## src/rtl/dr_link_pkg.sv

```systemverilog
package dr_link_pkg;

  localparam logic [1:0] PAIR_SPACER = 2'b00;
  localparam logic [1:0] PAIR_ZERO   = 2'b01;
  localparam logic [1:0] PAIR_ONE    = 2'b10;
  localparam logic [1:0] PAIR_BAD    = 2'b11;

  typedef enum logic [1:0] {
    TX_IDLE   = 2'd0,
    TX_DATA   = 2'd1,
    TX_SPACER = 2'd2
  } tx_state_t;

  typedef enum logic {
    RX_EMPTY = 1'b0,
    RX_FULL  = 1'b1
  } rx_state_t;

  function automatic logic [1:0] bit_to_pair(input logic b);
    return b ? PAIR_ONE : PAIR_ZERO;
  endfunction

endpackage

```

## src/rtl/dr_pair_check.sv

```systemverilog
module dr_pair_check
  import dr_link_pkg::*;
(
  input  logic [1:0] pair,
  output logic       is_valid,
  output logic       is_empty,
  output logic       is_bad,
  output logic       bit_val
);
  always_comb begin
    is_valid = (pair == PAIR_ONE) || (pair == PAIR_ZERO);
    is_empty = (pair == PAIR_SPACER);
    is_bad   = (pair == PAIR_BAD);
    bit_val  = (pair == PAIR_ONE);
  end
endmodule

```

## src/rtl/dr_completion.sv

```systemverilog
module dr_completion #(
  parameter int WIDTH = 4
) (
  input  logic [2*WIDTH-1:0] rails,
  output logic               all_valid,
  output logic               all_empty,
  output logic               any_bad,
  output logic [WIDTH-1:0]   word
);
  logic [WIDTH-1:0] valid_v;
  logic [WIDTH-1:0] empty_v;
  logic [WIDTH-1:0] bad_v;

  for (genvar gi = 0; gi < WIDTH; gi++) begin : g_pair
    dr_pair_check pair_i (
      .pair     (rails[2*gi+1 -: 2]),
      .is_valid (valid_v[gi]),
      .is_empty (empty_v[gi]),
      .is_bad   (bad_v[gi]),
      .bit_val  (word[gi])
    );
  end

  always_comb begin
    all_valid = &valid_v;
    all_empty = &empty_v;
    any_bad   = |bad_v;
  end
endmodule

```

## src/rtl/dr_tx.sv

```systemverilog
module dr_tx
  import dr_link_pkg::*;
#(
  parameter int WIDTH = 4
) (
  input  logic               clk,
  input  logic               rst_n,
  input  logic [WIDTH-1:0]   word,
  input  logic               send,
  input  logic               ack,
  output logic               ready,
  output logic [2*WIDTH-1:0] rails
);
  localparam int RAILS = 2 * WIDTH;

  function automatic logic [RAILS-1:0] encode(input logic [WIDTH-1:0] w);
    logic [RAILS-1:0] r;
    for (int i = 0; i < WIDTH; i++) r[2*i+1 -: 2] = bit_to_pair(w[i]);
    return r;
  endfunction

  function automatic logic code_legal(input logic [RAILS-1:0] r);
    logic ok;
    ok = 1'b1;
    for (int i = 0; i < WIDTH; i++) ok = ok && (r[2*i] ^ r[2*i+1]);
    return ok;
  endfunction

  tx_state_t state;
  logic      take_word;
  logic      to_spacer;
  logic      to_idle;

  always_comb begin
    ready     = (state == TX_IDLE) && !ack;
    take_word = ready && send;
    to_spacer = (state == TX_DATA) && ack;
    to_idle   = (state == TX_SPACER) && !ack;
  end

  always_ff @(posedge clk) begin
    if (!rst_n) begin
      state <= TX_IDLE;
      rails <= '0;
    end else begin
      if (take_word) begin
        state <= TX_DATA;
        rails <= encode(word);
      end else if (to_spacer) begin
        state <= TX_SPACER;
        rails <= '0;
      end else if (to_idle) begin
        state <= TX_IDLE;
      end
    end
  end

  assert_tx_code_legal_R2: assert property (@(posedge clk) disable iff (!rst_n)
    (rails != '0) |-> code_legal(rails));

  assert_tx_hold_word_R4: assert property (@(posedge clk) disable iff (!rst_n)
    ((rails != '0) && !ack) |=> $stable(rails));

  assert_tx_spacer_after_ack_R4: assert property (@(posedge clk) disable iff (!rst_n)
    ((rails == '0) && ($past(rails) != '0)) |-> $past(ack));

  assert_tx_ready_idle_R3: assert property (@(posedge clk) disable iff (!rst_n)
    ready |-> ((rails == '0) && !ack));
endmodule

```

## src/rtl/dr_rx.sv

```systemverilog
module dr_rx
  import dr_link_pkg::*;
#(
  parameter int WIDTH = 4
) (
  input  logic             clk,
  input  logic             rst_n,
  input  logic             all_valid,
  input  logic             all_empty,
  input  logic             any_bad,
  input  logic [WIDTH-1:0] dec_word,
  output logic             ack,
  output logic [WIDTH-1:0] word,
  output logic             valid,
  output logic             err
);
  rx_state_t state;
  logic      word_done;
  logic      spacer_done;

  always_comb begin
    word_done   = (state == RX_EMPTY) && all_valid && !any_bad;
    spacer_done = (state == RX_FULL) && all_empty;
    ack         = (state == RX_FULL);
  end

  always_ff @(posedge clk) begin
    if (!rst_n) begin
      state <= RX_EMPTY;
      word  <= '0;
      valid <= 1'b0;
      err   <= 1'b0;
    end else begin
      valid <= word_done;
      err   <= err | any_bad;
      if (word_done) begin
        state <= RX_FULL;
        word  <= dec_word;
      end else if (spacer_done) begin
        state <= RX_EMPTY;
      end
    end
  end

  assert_rx_rise_complete_R5: assert property (@(posedge clk) disable iff (!rst_n)
    $rose(ack) |-> $past(all_valid));

  assert_rx_fall_empty_R6: assert property (@(posedge clk) disable iff (!rst_n)
    $fell(ack) |-> $past(all_empty));

  assert_rx_pulse_once_R7: assert property (@(posedge clk) disable iff (!rst_n)
    valid |=> !valid);

  assert_rx_pulse_with_ack_R7: assert property (@(posedge clk) disable iff (!rst_n)
    valid |-> ack);

  assert_rx_err_sticky_R8: assert property (@(posedge clk) disable iff (!rst_n)
    err |=> err);

  assert_rx_bad_blocks_R8: assert property (@(posedge clk) disable iff (!rst_n)
    $rose(ack) |-> !$past(any_bad));
endmodule

```

## src/rtl/dr_link.sv

```systemverilog
module dr_link #(
  parameter int WIDTH = 4
) (
  input  logic               clk,
  input  logic               rst_n,
  input  logic [WIDTH-1:0]   tx_word,
  input  logic               tx_send,
  output logic               tx_ready,
  output logic [2*WIDTH-1:0] tx_rails,
  input  logic               tx_ack,
  input  logic [2*WIDTH-1:0] rx_rails,
  output logic               rx_ack,
  output logic [WIDTH-1:0]   rx_word,
  output logic               rx_valid,
  output logic               rx_err
);
  logic             cmp_all_valid;
  logic             cmp_all_empty;
  logic             cmp_any_bad;
  logic [WIDTH-1:0] cmp_word;

  dr_tx #(.WIDTH(WIDTH)) tx_i (
    .clk   (clk),
    .rst_n (rst_n),
    .word  (tx_word),
    .send  (tx_send),
    .ack   (tx_ack),
    .ready (tx_ready),
    .rails (tx_rails)
  );

  dr_completion #(.WIDTH(WIDTH)) cmp_i (
    .rails     (rx_rails),
    .all_valid (cmp_all_valid),
    .all_empty (cmp_all_empty),
    .any_bad   (cmp_any_bad),
    .word      (cmp_word)
  );

  dr_rx #(.WIDTH(WIDTH)) rx_i (
    .clk       (clk),
    .rst_n     (rst_n),
    .all_valid (cmp_all_valid),
    .all_empty (cmp_all_empty),
    .any_bad   (cmp_any_bad),
    .dec_word  (cmp_word),
    .ack       (rx_ack),
    .word      (rx_word),
    .valid     (rx_valid),
    .err       (rx_err)
  );
endmodule

```

## config.mk

```make
export PLATFORM = sky130hd
export DESIGN_NAME = dr_link
export DESIGN_NICKNAME = d
export VERILOG_FILES = /design/src/rtl/dr_link_pkg.sv /design/src/rtl/dr_pair_check.sv /design/src/rtl/dr_completion.sv /design/src/rtl/dr_tx.sv /design/src/rtl/dr_rx.sv /design/src/rtl/dr_link.sv
export SDC_FILE = /design/constraint.sdc
export NUM_CORES = 1
export LEC_CHECK = 0
export ABC_AREA = 1
export BUFFER_PORTS_ARGS = -buffer_cell sky130_fd_sc_hd__buf_2
export CORE_ASPECT_RATIO = 1.1
export CORE_MARGIN = 3
export CORE_UTILIZATION = 47
export DETAILED_ROUTE_END_ITERATION = 8
export PLACE_DENSITY = 0.87
export SLEW_MARGIN = 10
export SYNTH_ARGS = -nofsm -noshare
export SYNTH_HDL_FRONTEND = slang
export SYNTH_SLANG_ARGS = --single-unit
```

## constraint.sdc

```tcl
create_clock -name clk -period 1.62 [get_ports clk]
set_clock_uncertainty 0.15 [all_clocks]
set_input_delay 0.324 -clock clk [delete_from_list [all_inputs] [get_ports clk]]
set_output_delay 0.324 -clock clk [all_outputs]
set_load 0.01 [all_outputs]
```

======== Word-level counts from Yosys, hierarchy flattened ========
Cells that the tools add are included.
cells by class
  eq/ne operators ......................... 14
  muxes and demuxes ....................... 11
  bitwise operators ....................... 3
  reductions and logical operators ........ 26
operator list
  kind                  number
  $eq A2 B2 Y1 const B  9
  $mux W8               2
  $mux W2               6
  $eq A2 B1 Y1 const B  5
  $logic_not A2 Y1      5
  $reduce_and A4 Y1     2
  $logic_and A1 B1 Y1   7
  $reduce_bool A2 Y1    3
  $logic_or A1 B1 Y1    4
  $reduce_or A4 Y1      1
  $mux W1               3
  $reduce_bool A3 Y1    1
  $logic_not A1 Y1      2
  $not A1 Y1            2
  $reduce_or A2 Y1      1
  $or A1 B1 Y1          1
storage, ports and cells
  register bits after elaboration ......... 17
  input bits .............................. 16
  output and inout port bits .............. 16

======== Logic depth before layout (Yosys ltp) ========
Gate-level depths: netlist of run 1.
  word-level depth ........................ 6
  depth in mapped cells ................... 8

======== Modules after synthesis ========
From an unflattened synthesis of run 1, not the netlist that was laid out.
second synthesis, totals
  cells, all modules ...................... 133
  area total of the unflattened synthesis .. 962.2 sq um
by module, submodules not included
  module         times used  cells an instance  area an instance (sq um)
  dr_tx          1           68                 471.7
  dr_rx          1           36                 276.5
  dr_pair_check  4           5                  45.0
  dr_completion  1           9                  33.8

======== Worst setup path before layout of run 1 ========
No wires, ideal clock.
  path kind ............................... in2reg
  from .................................... input rx_rails[2]
  to ...................................... register rx_i.word[0]
  setup time .............................. 0.114 ns
  arrival ................................. 1.080 ns
  data required time ...................... 1.356 ns
  path slack .............................. 0.276 ns
  cell stages on the path ................. 8
  path buffers ............................ 0
  cells stage by stage .................... inv_1 -> ha_1 -> nand3_1 -> nor2_1 -> nand2_1 -> nand2_1 -> nand2_1 -> nor2_1
on the way
  cells in the longest elaborated chain, start to end .. 5
  elaborated cells on any way between the ends .. 9
  those cells by class .................... eq/ne (3); reduce/logical (6)
RTL lines
  what                                                 line                 text
  start: declaration                                   dr_link.sv:11        input logic [2*WIDTH-1:0] rx_rails,
  $eq A2 B2 Y1 / $eq A2 B1 Y1 (equally long branches)  dr_pair_check.sv:11  is_valid = (pair == PAIR_ONE) || (pair == PAIR_ZERO);
  $logic_or A1 B1 Y1                                   dr_pair_check.sv:11
  $reduce_and A4 Y1                                    dr_completion.sv:25  all_valid = &valid_v;
  $logic_and A1 B1 Y1                                  dr_rx.sv:22          word_done = (state == RX_EMPTY) && all_valid && !any_bad;
  $logic_and A1 B1 Y1 (*)                              dr_rx.sv:22
  end signal: assignment                               dr_rx.sv:38          word <= dec_word;
  end: declaration                                     dr_rx.sv:13          output logic [WIDTH-1:0] word,
Every way passes the cells marked *; elsewhere a longest branch is shown, timed or not.
A chain may end at the register's enable or synchronous reset.

======== Worst setup path after layout of run 1 ========
  from .................................... register tx_i.state[1]
  to ...................................... output tx_ready
on the way
  cells in the longest elaborated chain, start to end .. 2
RTL lines
  what                      line          text
  start: declaration        dr_tx.sv:29   tx_state_t state;
  start signal: assignment  dr_tx.sv:43   state <= TX_IDLE;
  start signal: assignment  dr_tx.sv:47   state <= TX_DATA;
  start signal: assignment  dr_tx.sv:50   state <= TX_SPACER;
  $logic_not A2 Y1          dr_tx.sv:35   ready = (state == TX_IDLE) && !ack;
  $logic_and A1 B1 Y1       dr_tx.sv:35
  end: declaration          dr_link.sv:8  output logic tx_ready,
No other way between the ends.

==> results by stage, run 1 <==
Worst setup path:
- For the worst setup path, the data required time is 1.15 ns.
- The critical path goes through nor3_4 -> buf_2.
- Measured in cells, the most critical reg-to-reg path has a length of 4.
- The startpoint identified for the worst register-to-register timing path is tx_i.state[1].
- Among cell families on the critical path, the largest total delay comes from flip-flops.
- The type of destination of the critical path is an output pin.
- Together, buffers and inverters on the worst path number 1.
- The most critical setup path has its startpoint at tx_i.state[1].
- The arrival time at the worst endpoint is 1.05 ns.
- The number of gates on the worst path with buffers counted is 2.
- In this design, the stage delay of the slowest critical-path cell is approximately 0.36 ns.
- The startpoint class of the critical path is a flip-flop.
- The type of the setup path with the least slack is flip-flop to output pin.
- Along the worst path, the maximum fanout reaches 5.
- On the critical path, the stage with the largest delay is an instance of sky130_fd_sc_hd__dfxtp_1.

Synthesis:
- The share of the Yosys chip area taken by registers is 38.7%.
- Counting flops and latches in the post-synthesis netlist gives 17.
- The post-synthesis cell count is 116.
- A synthesized cell averages 7.58 sq um.
- By area the synthesized netlist is led by sky130_fd_sc_hd__dfxtp_1 39%, sky130_fd_sc_hd__ha_1 17%, sky130_fd_sc_hd__nand2_1 9.8%, sky130_fd_sc_hd__inv_1 9.4%, sky130_fd_sc_hd__nor2_1 6.0%.
- The top cell type by total area after synthesis is sky130_fd_sc_hd__dfxtp_1.
- The distinct cell type count of the synthesized netlist is 16.
- Summed over its instances, the top area cell type makes up 38.7% of the synthesized netlist area.
- Synthesis produced a netlist with a net count of 144.
- The count of synthesis-stage warnings from yosys is 0.
- The synthesized cell area is roughly 900 sq um.

Clocking:
- The number of gates resized after CTS was 0.
- The TritonCTS buffer count is 3.
- The clock latency on the worst-skew pair is 0.28 ns.
- The clock edge transition at the registers on the reported setup and hold paths is 0.09 ns.
- The tree built by TritonCTS fans out to 17 sinks.
- The buffer levels on the longest clock path is 2.
- The root buffer cell is sky130_fd_sc_hd__clkbuf_4.
- TritonCTS built the clock tree.
- CTS built an H-tree with a depth of 1.

STA:
- Setup violations remaining at the end of the flow were counted as 0.
- The share of the cycle needed by the critical path after routing is ~94%.
- The maximum clock frequency is 657 MHz.
- The final number of hold-violating endpoints is 0.
- The total negative slack is 0 ns.
- Setup repair after global routing left no endpoint under its margin.
- The worst path in the final design needs a cycle of 1.52 ns, including I/O delays and setup.
- The tightest slew margin relative to the limit is 80.0%.
- The final count of pins violating max slew is 0.
- The actual slew at the worst max-slew pin is 0.300 ns.

Detailed routing:
- The number of search-and-repair iterations in the first detailed-routing pass is 3.
- After detailed routing, the number of vias per cell comes to 4.80.
- The post-detailed-routing wire length is 1740 microns.
- Across all layers, the routed design uses 807 vias.
- The residual antenna-violating net count after detailed routing is 0.
- The routed wire length per instance is slightly above 10 microns.
- After detailed routing, the number of remaining DRC violations is 0.
- The detailed router finished its first iteration with 10 violations.

GRT:
- The number of global-route vias before repair is 785.
- Entering global routing, the biggest net connects 11 pins.
- Summed over all layers, the global routing overflow is 0.
- The global-route wire length before repair is between 2000 and 3000 microns.
- The initial antenna violation count was 0.
- Across every metal layer, demand over resource in global routing totals 16.1%.

Final layout:
- The sequential cells in the finished layout cover a total of between 300 and 400 sq um.
- Of the cells placed in the final design, the portion with a size suffix greater than 1 is 25.8%.
- The utilization after layout is 64.9%.
- The area of combinational cells with multiple inputs is roughly 450 sq um.
- Compared with the post-synthesis result, the final layout area differs by 23.3%.
- Fill cells in the final layout number 165.
- The number of diodes added for antenna fixing is 0.
- The net count of the finished layout is 180.

Pwr:
- For this design the ratio of total power to cell area is 755 nW/um^2.
- The highest ir drop seen on vdd is 0.000451 V.
- The analysis attributes to cell leakage a power of just over 0.6 nW.

Floorplan:
- The total core area is 1670 sq um.
- The top-level port count is 32.
- Measured along the x axis, the die boundary spans about 47 microns.
- The placement row count is 15.
- The floorplan step defined a die boundary enclosing 2430 sq um.
- The height of the die is ~51 microns.
- The initial cell density of the core is 52.7%.

Hold path:
- The beginning of the worst hold path is tx_word[3].
- The worst hold path was traced through 3 stages.
- The kind of path behind the tightest hold check is input pin to flip-flop.

Placement:
- Routability-driven placement finished with a final weighted congestion of 0.790.
- Port buffering added 31 buffers.
- The detailed placement HPWL is 1400 microns.

Flow run:
- The number of maximum-capacitance violations is 0.

Outcome:
- The run finished with clean final reports.
## power breakdown
group | switching (mW) | total [mW] | internal (mW) | leakage, nW
sequential | 0.0129 | 0.450 | 0.438 | 0.139
clock | 0.128 | 0.224 | 0.0956 | 0.0150
combinational | 0.0833 | 0.145 | 0.0619 | 0.469
total | 0.224 | 0.819 | 0.595 | 0.623
## final cells by class
class | count | share of cell area, %
repair buffers | 32 | 15.0
flip-flops and latches | 17 | 31.4
clock buffers | 4 | 2.42
well taps | 17 | 1.96
multi-input cells | 75 | 41.3
inverters | 23 | 7.96
## registers in the layout, indices dropped and copies added (netlist names)
signal and cells:
rx_i.word 4, rx_i.err 1, rx_i.valid 1, rx_i.ack 1
tx_i.state 2, tx_i.rails 8
## layer usage
| layer | global-route usage [%] | up-vias | routed length, microns |
|---|---|---|---|
| met5 | 0 | - | 0 |
| met4 | 9.68 | 0 | 13 |
| met3 | 2.82 | 2 | 113 |
| met2 | 28.1 | 26 | 897 |
| met1 | 16.8 | 351 | 715 |
| li1 | - | 428 | - |
## cell usage in the layout (no fill, tap or decap), drive strengths merged
cell / instances
a21oi: 8
buf: 32
clkbuf: 4
clkinv: 1
dfxtp: 17
ha: 12
inv: 22
nand2: 23
nand3: 12
nand3b: 1
nand4: 1
nor2: 15
nor3: 2
o31ai: 1
## Yosys cell counts, drive strengths merged
cell type  count
inv           22
dfxtp         17
nand3b         1
o31ai          1
a21oi          8
ha            12
nor3           2
nor2          15
nand3         12
nand2         23
nand4          1
clkinv         1
buf            1
## per-stage QoR
step           total power, mW  hold WS [ns]  worst slack, ns  instances  instance area [sq um]
6_report                 0.819         0.162           0.0977        168                   1080
5_1_grt                  0.867         0.166           0.0357        168                   1080
4_1_cts                  0.826         0.155           0.0239        167                   1080
3_5_place_dp             0.605         0.320           0.0236        163                   1050
3_3_place_gp             0.598         0.309           0.0863        163                   1050
2_1_floorplan            0.543         0.334            0.276        116                    880
## worst register-to-register path, delay by kind of cell, from the launching register on
kind                   cells  cell delay (ns)
AOI/OAI and AO/OA          1             0.15
and+or+nand+nor            2             0.33
DFF                        1             0.36
buffers and inverters      1             0.15
## what timing repair did
action                     4_1_cts  5_1_grt
setup buffers                    0        1
hold buffers                     0        0
setup endpoints to repair        0        1
## worst paths after layout
kind	end	slack, ns
max	tx_ready	0.1
min	tx_i.rails[7]	0.16
max reg2reg	tx_i.rails[5]	0.42
min reg2reg	tx_i.rails[6]	0.33
## kinds of logic (layout without fill, tap and decap cells)
logic type | count (synthesis) | in the layout | share of synthesized area [%]
and+or+nand+nor | 54 | 54 | 28.5
buffers and inverters | 24 | 59 | 10.4
DFF | 17 | 17 | 38.7
AOI/OAI and AO/OA | 9 | 9 | 5.41
adders and majority gates | 12 | 12 | 17.1
Note: power is estimated with default switching activity, not from simulation.
==> run 2, diff against run 1 <==
Settings changed: ABC_AREA 1 to not set, PLACE_DENSITY 0.87 to 0.88.
==> run 2 against run 1 <==
  * Clock power fell by 4%
  * Sequential cell count unchanged
  * Sequential power shrank 1%
  * First-iteration DRC count up 70%
  * Sequential share of layout area is 1.8 points lower
==> results by stage, run 2 <==
Outcome:
- The flow ran to the end, and the final reports show no timing, DRC or antenna violations.

Pwr:
- The sequential cell fraction of total power is 53.7%.
- The completed layout was analyzed and its total power is 0.827 mW.
- IR analysis of the VDD net gives a maximum drop of 0.000294 V.
- Power spread over the standard cell area amounts to roughly 720 nW/um^2.
- The combinational share of power is 20.3%.
- The switching power is 0.221 mW.
- In this run the static leakage power is 0.549 nW.
- The internal portion of the total power is ~0.61 mW.
- The net switching fraction of the power is a little over a quarter.
- The clock share of power is 26.0%.

STA:
- Setup violations remaining at the end of the flow were counted as 0.
- The worst pin sits at a relative slew slack of between 70% and 80%.
- The actual slew at the worst max-slew pin is 0.354 ns.
- After layout, the minimum clock period comes to 1.56 ns.
- Static timing analysis puts the maximum clock frequency at around 640 MHz.
- Of the available clock period, the critical path in the final layout requires 96.1%.
- Setup repair after global routing left no endpoint under its margin.
- The final count of pins violating max slew is 0.
- The final number of hold-violating endpoints is 0.

Detailed routing:
- The post-detailed-routing wire length is 1820 microns.
- The first routing iteration left 17 violations.
- The number of search-and-repair iterations in the first detailed-routing pass is 4.
- The count of nets left with antenna violations once routing finished came out at 0.
- In the routed design, unresolved DRC markers number 0.
- The via count of the routed design is 858.
- The post-detailed-route via-to-cell ratio is 5.54.
- The routed wire length per instance is 11.8 microns.

GRT:
- Entering global routing, the biggest net connects 11 pins.
- The number of global-route vias before repair is 731.
- Across every metal layer, demand over resource in global routing totals 16.0%.
- The initial antenna violation count is 0.
- After global routing the overflow that remains totals 0.
- The first global-routing pass estimated just under 3000 microns of wire.

Worst setup path:
- The type of destination of the critical path is an output pin.
- The critical path in this run is classified as flip-flop to output pin.
- The startpoint class of the critical path is a flip-flop.
- The maximum fanout encountered on the critical timing path is 6.
- The data required time of the worst path is 1.15 ns.
- The cell family with the largest share of critical-path delay is flip-flops.
- The stage delay of the slowest cell on the critical path is 0.32 ns.
- The arrival time at the worst endpoint is roughly 1.1 ns.
- The largest individual stage delay along the critical path comes from the cell sky130_fd_sc_hd__dfxtp_1.
- The buffering stage count on the worst path with inverters included is 2.
- Traced cell by cell, the critical path runs through buf_4 -> nor3_1 -> buf_2.

Clocking:
- The clock latency on the worst-skew pair is 0.28 ns.
- In this run, post-CTS repair resized a total of 0 instances.
- The root buffer cell is sky130_fd_sc_hd__clkbuf_4.
- For this design, the sink count on the clock tree is 17.
- The clock edge transition at the registers on the reported setup and hold paths is 0.09 ns.
- The clock passes through at most 2 buffers.
- Hold repair after CTS inserted 0 buffers.
- The TritonCTS buffer count is 3.
- In this run the number of H-tree levels came out at 1.
- In this run the post-CTS setup repair buffer count came out at 0.
- The TritonCTS clock tree is built.

Floorplan:
- The height of the die is 51.2 microns.
- The area of the die is between 2000 and 2500 sq um.
- The placement row count is 15.
- For this design the top-level I/O count stands at 32.
- The width of the die is 47.1 microns.
- After floorplanning, the core was sized to cover 1650 sq um.
- The initial utilization of the core area, before any placement, comes to about 53%.

Final layout:
- In the final design database the tool counted roughly 170 nets.
- The share of final-layout standard cells stronger than drive strength 1 is 34.8%.
- The number of antenna diodes in the final layout is 0.
- The number of flip-flops under the largest register name is 8.
- The library cells used most frequently in the layout, excluding fill and tap cells, are 31 x sky130_fd_sc_hd__buf_2, 17 x sky130_fd_sc_hd__dfxtp_1, 15 x sky130_fd_sc_hd__a21oi_1, 9 x sky130_fd_sc_hd__nand3_1, 9 x sky130_fd_sc_hd__ha_1.
- The count of filler cells inserted in the layout is 147.
- The utilization after layout is 69.8%.
- The library cell used most frequently in the layout, excluding fill and tap cells, is sky130_fd_sc_hd__buf_2.
- The register ranked first by flip-flop count is tx_i.rails.
- The largest registers in the layout are tx_i.rails: 8 flops, rx_i.word: 4 flops, tx_i.state: 2 flops.
- The area overhead of the layout relative to synthesis is 31.9%.

Synthesis:
- The post-synthesis cell count is 98.
- Synthesis produced a netlist with a net count of 126.
- The distinct cell type count of the synthesized netlist is 21.
- Dividing the synthesized area by the synthesized cell count gives 8.91 sq um.
- After synthesis, the most frequently instantiated cells are 17 x sky130_fd_sc_hd__dfxtp_1, 15 x sky130_fd_sc_hd__a21oi_1, 12 x sky130_fd_sc_hd__ha_1.
- The synthesized cell area is 873 sq um.
- Sequential cells were found to cover a little under 40% of the synthesized design area.
- Synthesis inferred 17 register bits.
- The count of flip-flops with a built-in enable after synthesis is 0.
- The synthesized design devotes to its leading area cell type 39.0% of total area.
- The count of synthesis-stage warnings from yosys is 0.
- In the synthesized netlist the dominant register cell turns out to be sky130_fd_sc_hd__dfxtp_1.
- By instance count, the leading cell after synthesis is sky130_fd_sc_hd__dfxtp_1.
- After synthesis, the cell types taking the most area are sky130_fd_sc_hd__dfxtp_1 39%, sky130_fd_sc_hd__ha_1 17%, sky130_fd_sc_hd__a21oi_1 8.6%, sky130_fd_sc_hd__nand3_1 5.2%, sky130_fd_sc_hd__nand4_1 4.3%.
- The biggest area contributor in the post-synthesis netlist is sky130_fd_sc_hd__dfxtp_1.
- The async set-reset flop share out of synthesis is 0%.

Flow run:
- The number of maximum-capacitance violations is 0.

Hold path:
- In this run the worst hold path is classified as input pin to flip-flop.

Placement:
- The detailed placement HPWL is approximately 1500 microns.
- At the end of routability-driven placement, the weighted congestion stood at 0.882.
- Input and output buffers added on the ports amount to 31.
[run 2: cells by family (layout without fill, tap and decap cells)]
kind of cell | count (synthesis) | count (layout) | share of synthesized area (%)
adders and majority gates | 12 | 12 | 17.2
buffers and inverters | 12 | 52 | 5.59
DFF | 17 | 17 | 39.0
and+or+nand+nor | 37 | 37 | 25.6
AOI/OAI and AO/OA | 20 | 20 | 12.6
[run 2: power by group through the flow]
stage | Combinational, mW | Sequential (mW) | Clock (mW)
3_5_place_dp | 0.168 | 0.454 | 0
2_1_floorplan | 0.0860 | 0.462 | 0
4_1_cts | 0.168 | 0.444 | 0.221
3_3_place_gp | 0.161 | 0.453 | 0
5_1_grt | 0.187 | 0.446 | 0.251
6_report | 0.168 | 0.444 | 0.215
[run 2: worst paths after layout]
check | from | slack, ns | depth (start not counted) | end
setup / recovery | tx_i.state[0] | 0.06 | 3 | tx_ready
hold reg to reg | rx_i.word[1] | 0.32 | 2 | rx_i.word[1]
hold / removal | tx_word[1] | 0.14 | 3 | tx_i.rails[3]
setup reg to reg | tx_i.state[1] | 0.07 | 3 | tx_i.rails[5]
[run 2: final cells by class]
class | instances | area (sq um) | share of cell area, %
Clock buffer | 4 | 26.3 | 2.28
Inverter | 9 | 33.8 | 2.93
Multi-Input combinational cell | 69 | 515 | 44.7
Tap cell | 17 | 21.3 | 1.85
Timing Repair Buffer | 39 | 215 | 18.7
Sequential cell | 17 | 340 | 29.5
[run 2: per-layer routing]
metal / up-vias / share of wire [%] / GRT usage (%)
met3: 2 / 6.7 / 2.46
met5: - / 0 / 0
met4: 0 / 0.27 / 6.45
met1: 406 / 40 / 17.3
met2: 26 / 53 / 29.4
li1: 424 / - / -
[run 2: stage by stage]
stage	hold WS, ns	setup slack, ns	instances	area (sq um)	TNS, ns
floorplan	0.310	-0.0210	98	911	-0.0790
global placement	0.300	-0.109	151	1130	-0.462
detailed placement	0.312	-0.151	151	1130	-0.527
CTS	0.135	0.0517	155	1150	0
global route	0.131	0.00265	155	1150	0
finish	0.142	0.0631	155	1150	0
[run 2: worst reg2reg max path, stage by stage (launching register included)]
cell	delay [ns]
sky130_fd_sc_hd__dfxtp_1	0.37
sky130_fd_sc_hd__or4b_1	0.70
sky130_fd_sc_hd__nand3_1	0.16
sky130_fd_sc_hd__a21oi_1	0.07
==> run 3, diff against run 2 <==
Settings changed: BUFFER_PORTS_ARGS -buffer_cell sky130_fd_sc_hd__buf_2 to -buffer_cell sky130_fd_sc_hd__buf_4.
==> run 3 against run 2 <==
  * Clock power up 4%
  * Total power up 4.0%
  * Critical path type unchanged
  * Sequential cell count unchanged
  * Maximum frequency down 0.78%
  * Worst hold slack worse by 0.0073 ns
  * Core utilization up 5.1 points
  * Sequential power about the same
  * Cell area up 7.3%
==> results by stage, run 3 (synthesis results as in run 2) <==
Outcome:
- The run finished with clean final reports.

Clocking:
- The clock edge transition at the registers on the reported setup and hold paths is around 0.10 ns.
- The TritonCTS clock tree is built.
- The TritonCTS buffer count is 3.
- The depth of the CTS H-tree is 1.
- For this design, the sink count on the clock tree is 17.
- CTS placed an instance of sky130_fd_sc_hd__clkbuf_4 at the clock tree root.
- The quantity of hold-fixing buffers added after cts is 0.
- The buffer levels on the longest clock path is 2.
- The clock latency on the worst-skew pair is 0.29 ns.

Placement:
- Prior to clock tree synthesis, the placed netlist has a worst setup slack of -0.194 ns.
- In this run, placement finished with an instance count of 151.
- The placed cell area is approximately 1200 sq um.
- At the end of routability-driven placement, the weighted congestion stood at 0.887.
- Once detailed placement completed, the half-perimeter wirelength came to 1660 microns.
- The count of buffers added on input and output ports is 31.

STA:
- The setup-violating endpoint count in the final report is 0.
- The final count of pins violating max slew was 0.
- The final number of hold-violating endpoints is 0.
- The worst pin sits at a relative slew slack of 67.1%.
- In the post-route analysis, the smallest setup slack over all paths is 0.0508 ns.
- The time the worst path needs with I/O delays and setup is 1.57 ns.
- Summed over all failing endpoints, the final setup total negative slack is 0 ns.
- The maximum clock frequency is about 640 MHz.
- The worst hold slack is 0.134 ns.
- The share of the cycle needed by the critical path after routing is 96.9%.
- The actual slew at the worst max-slew pin is 0.492 ns.

Worst setup path:
- In this run the worst path has a maximum fanout of 4.
- STA classifies the critical path startpoint as a flip-flop.
- The worst setup path is captured at an output pin.
- The arrival time at the worst endpoint is between 1 and 1.5 ns.
- The critical path in this run is classified as flip-flop to output pin.
- STA puts the critical path data required time at roughly 1.2 ns.

Floorplan:
- The width of the die is 47.1 microns.
- The top-level port count is 32.
- The total core area is 1650 sq um.
- The height of the die is 51.2 microns.
- For this configuration, the core starts out at a cell density of 52.9%.
- The area of the die is 2410 sq um.
- After floorplanning, the core was divided into 15 placement rows.

Detailed routing:
- The post-detailed-routing wire length is ~2100 microns.
- The detailed router finished its first iteration with 16 violations.
- For this run, design rule violations remaining after detail routing come to 0.
- Once detail routing completed, the nets flagged for antenna violations numbered 0.
- The first TritonRoute pass finished after 4 iterations.
- The final route contains 859 vias.
- The routed wire length per instance is 13.8 microns.
- In the routed layout, each cell is associated on average with a via count of 5.54.

GRT:
- The number of global-route vias before repair is 766.
- The pin count of the biggest net entering global routing is 11.
- The first global-routing pass estimated 3260 microns of wire.
- The initial antenna violation count is 0.
- The residual overflow from global routing is 0.
- The global routing usage summed across all routing layers is a little under a fifth.

Final layout:
- Of the cells placed in the final design, the portion with a size suffix greater than 1 is 36.2%.
- Leaving out fill and tap cells, the most frequent cell in the layout is sky130_fd_sc_hd__buf_4.
- The area overhead of the layout relative to synthesis is 41.5%.
- The non-filler instance count after layout is 155.
- The top cell types in the final layout, fill and taps aside, are 39 x sky130_fd_sc_hd__buf_4, 17 x sky130_fd_sc_hd__dfxtp_1, 15 x sky130_fd_sc_hd__a21oi_1, 9 x sky130_fd_sc_hd__nand3_1, 9 x sky130_fd_sc_hd__ha_1.
- The finished cells cover 1240 sq um.
- tx_i.rails holds more flip-flops than any other register.
- The number of antenna diodes in the final layout is 0.
- The register with the most flip-flops in the layout has 8 of them.
- The final layout net count is 167.
- The largest registers in the layout are tx_i.rails: 8 flops, rx_i.word: 4 flops, tx_i.state: 2 flops.

Hold path:
- The kind of path behind the tightest hold check is input pin to flip-flop.

Flow run:
- Across the run, the number of max-cap violations was 0.

Pwr:
- The highest ir drop seen on vdd is 0.000363 V.
- For this design the static power due to leakage is 0.568 nW.
- Power spread over the standard cell area amounts to around 700 nW/um^2.
[run 3: cell count changes in the layout (fill, tap and decap cells not counted), sizes merged]
cell,previous run,this run
clkbuf,4,3
clkinv,1,2
[run 3: worst paths after layout]
kind / end / slack, ns / start / cells after the start
min reg2reg: tx_i.rails[2] / 0.32 / tx_i.rails[2] / 2
max reg2reg: tx_i.rails[5] / 0.12 / tx_i.state[1] / 3
max: tx_ready / 0.05 / tx_i.state[1] / 3
min: tx_i.rails[1] / 0.13 / tx_word[0] / 3
[run 3: critical path: stages, from the launching register on]
cell                      delay [ns]
sky130_fd_sc_hd__dfxtp_1        0.32
sky130_fd_sc_hd__buf_4          0.15
sky130_fd_sc_hd__nor3_2         0.19
sky130_fd_sc_hd__buf_4          0.15
[run 3: repair_timing]
action | 4_1_cts | 5_1_grt
hold endpoints to repair | 0 | 0
gates resized for setup | 0 | 1
buffers inserted | 0 | 0
endpoints found under the setup margin | 0 | 1
[run 3: layout make-up]
type                            count  area, sq um
Clock buffer                        3         22.5
Clock inverter                      1         5.00
Fill cell                         112          415
Inverter                            9         33.8
Multi-Input combinational cell     69          520
Sequential cell                    17          340
Tap cell                           17         21.3
Timing Repair Buffer               39          293
[run 3: metal layers]
layer	share of wire (%)	up-vias	track usage, %
met1	36	398	19.5
met3	7.3	4	4.23
met5	0	-	0
met2	55	32	33.3
li1	-	425	-
met4	2.1	0	7.83
[run 3: power breakdown]
group | leakage [nW] | switching [mW] | internal [mW]
Clock | 0.0177 | 0.132 | 0.0918
Sequential | 0.138 | 0.00985 | 0.434
Combinational | 0.412 | 0.0972 | 0.0949
Total | 0.568 | 0.239 | 0.621
[run 3: metrics by stage]
stage	util, %	power, mW
floorplan	-	0.548
global placement	72.9	0.633
detailed placement	72.9	0.643
CTS	74.5	0.864
global route	74.8	0.911
finish	74.8	0.860
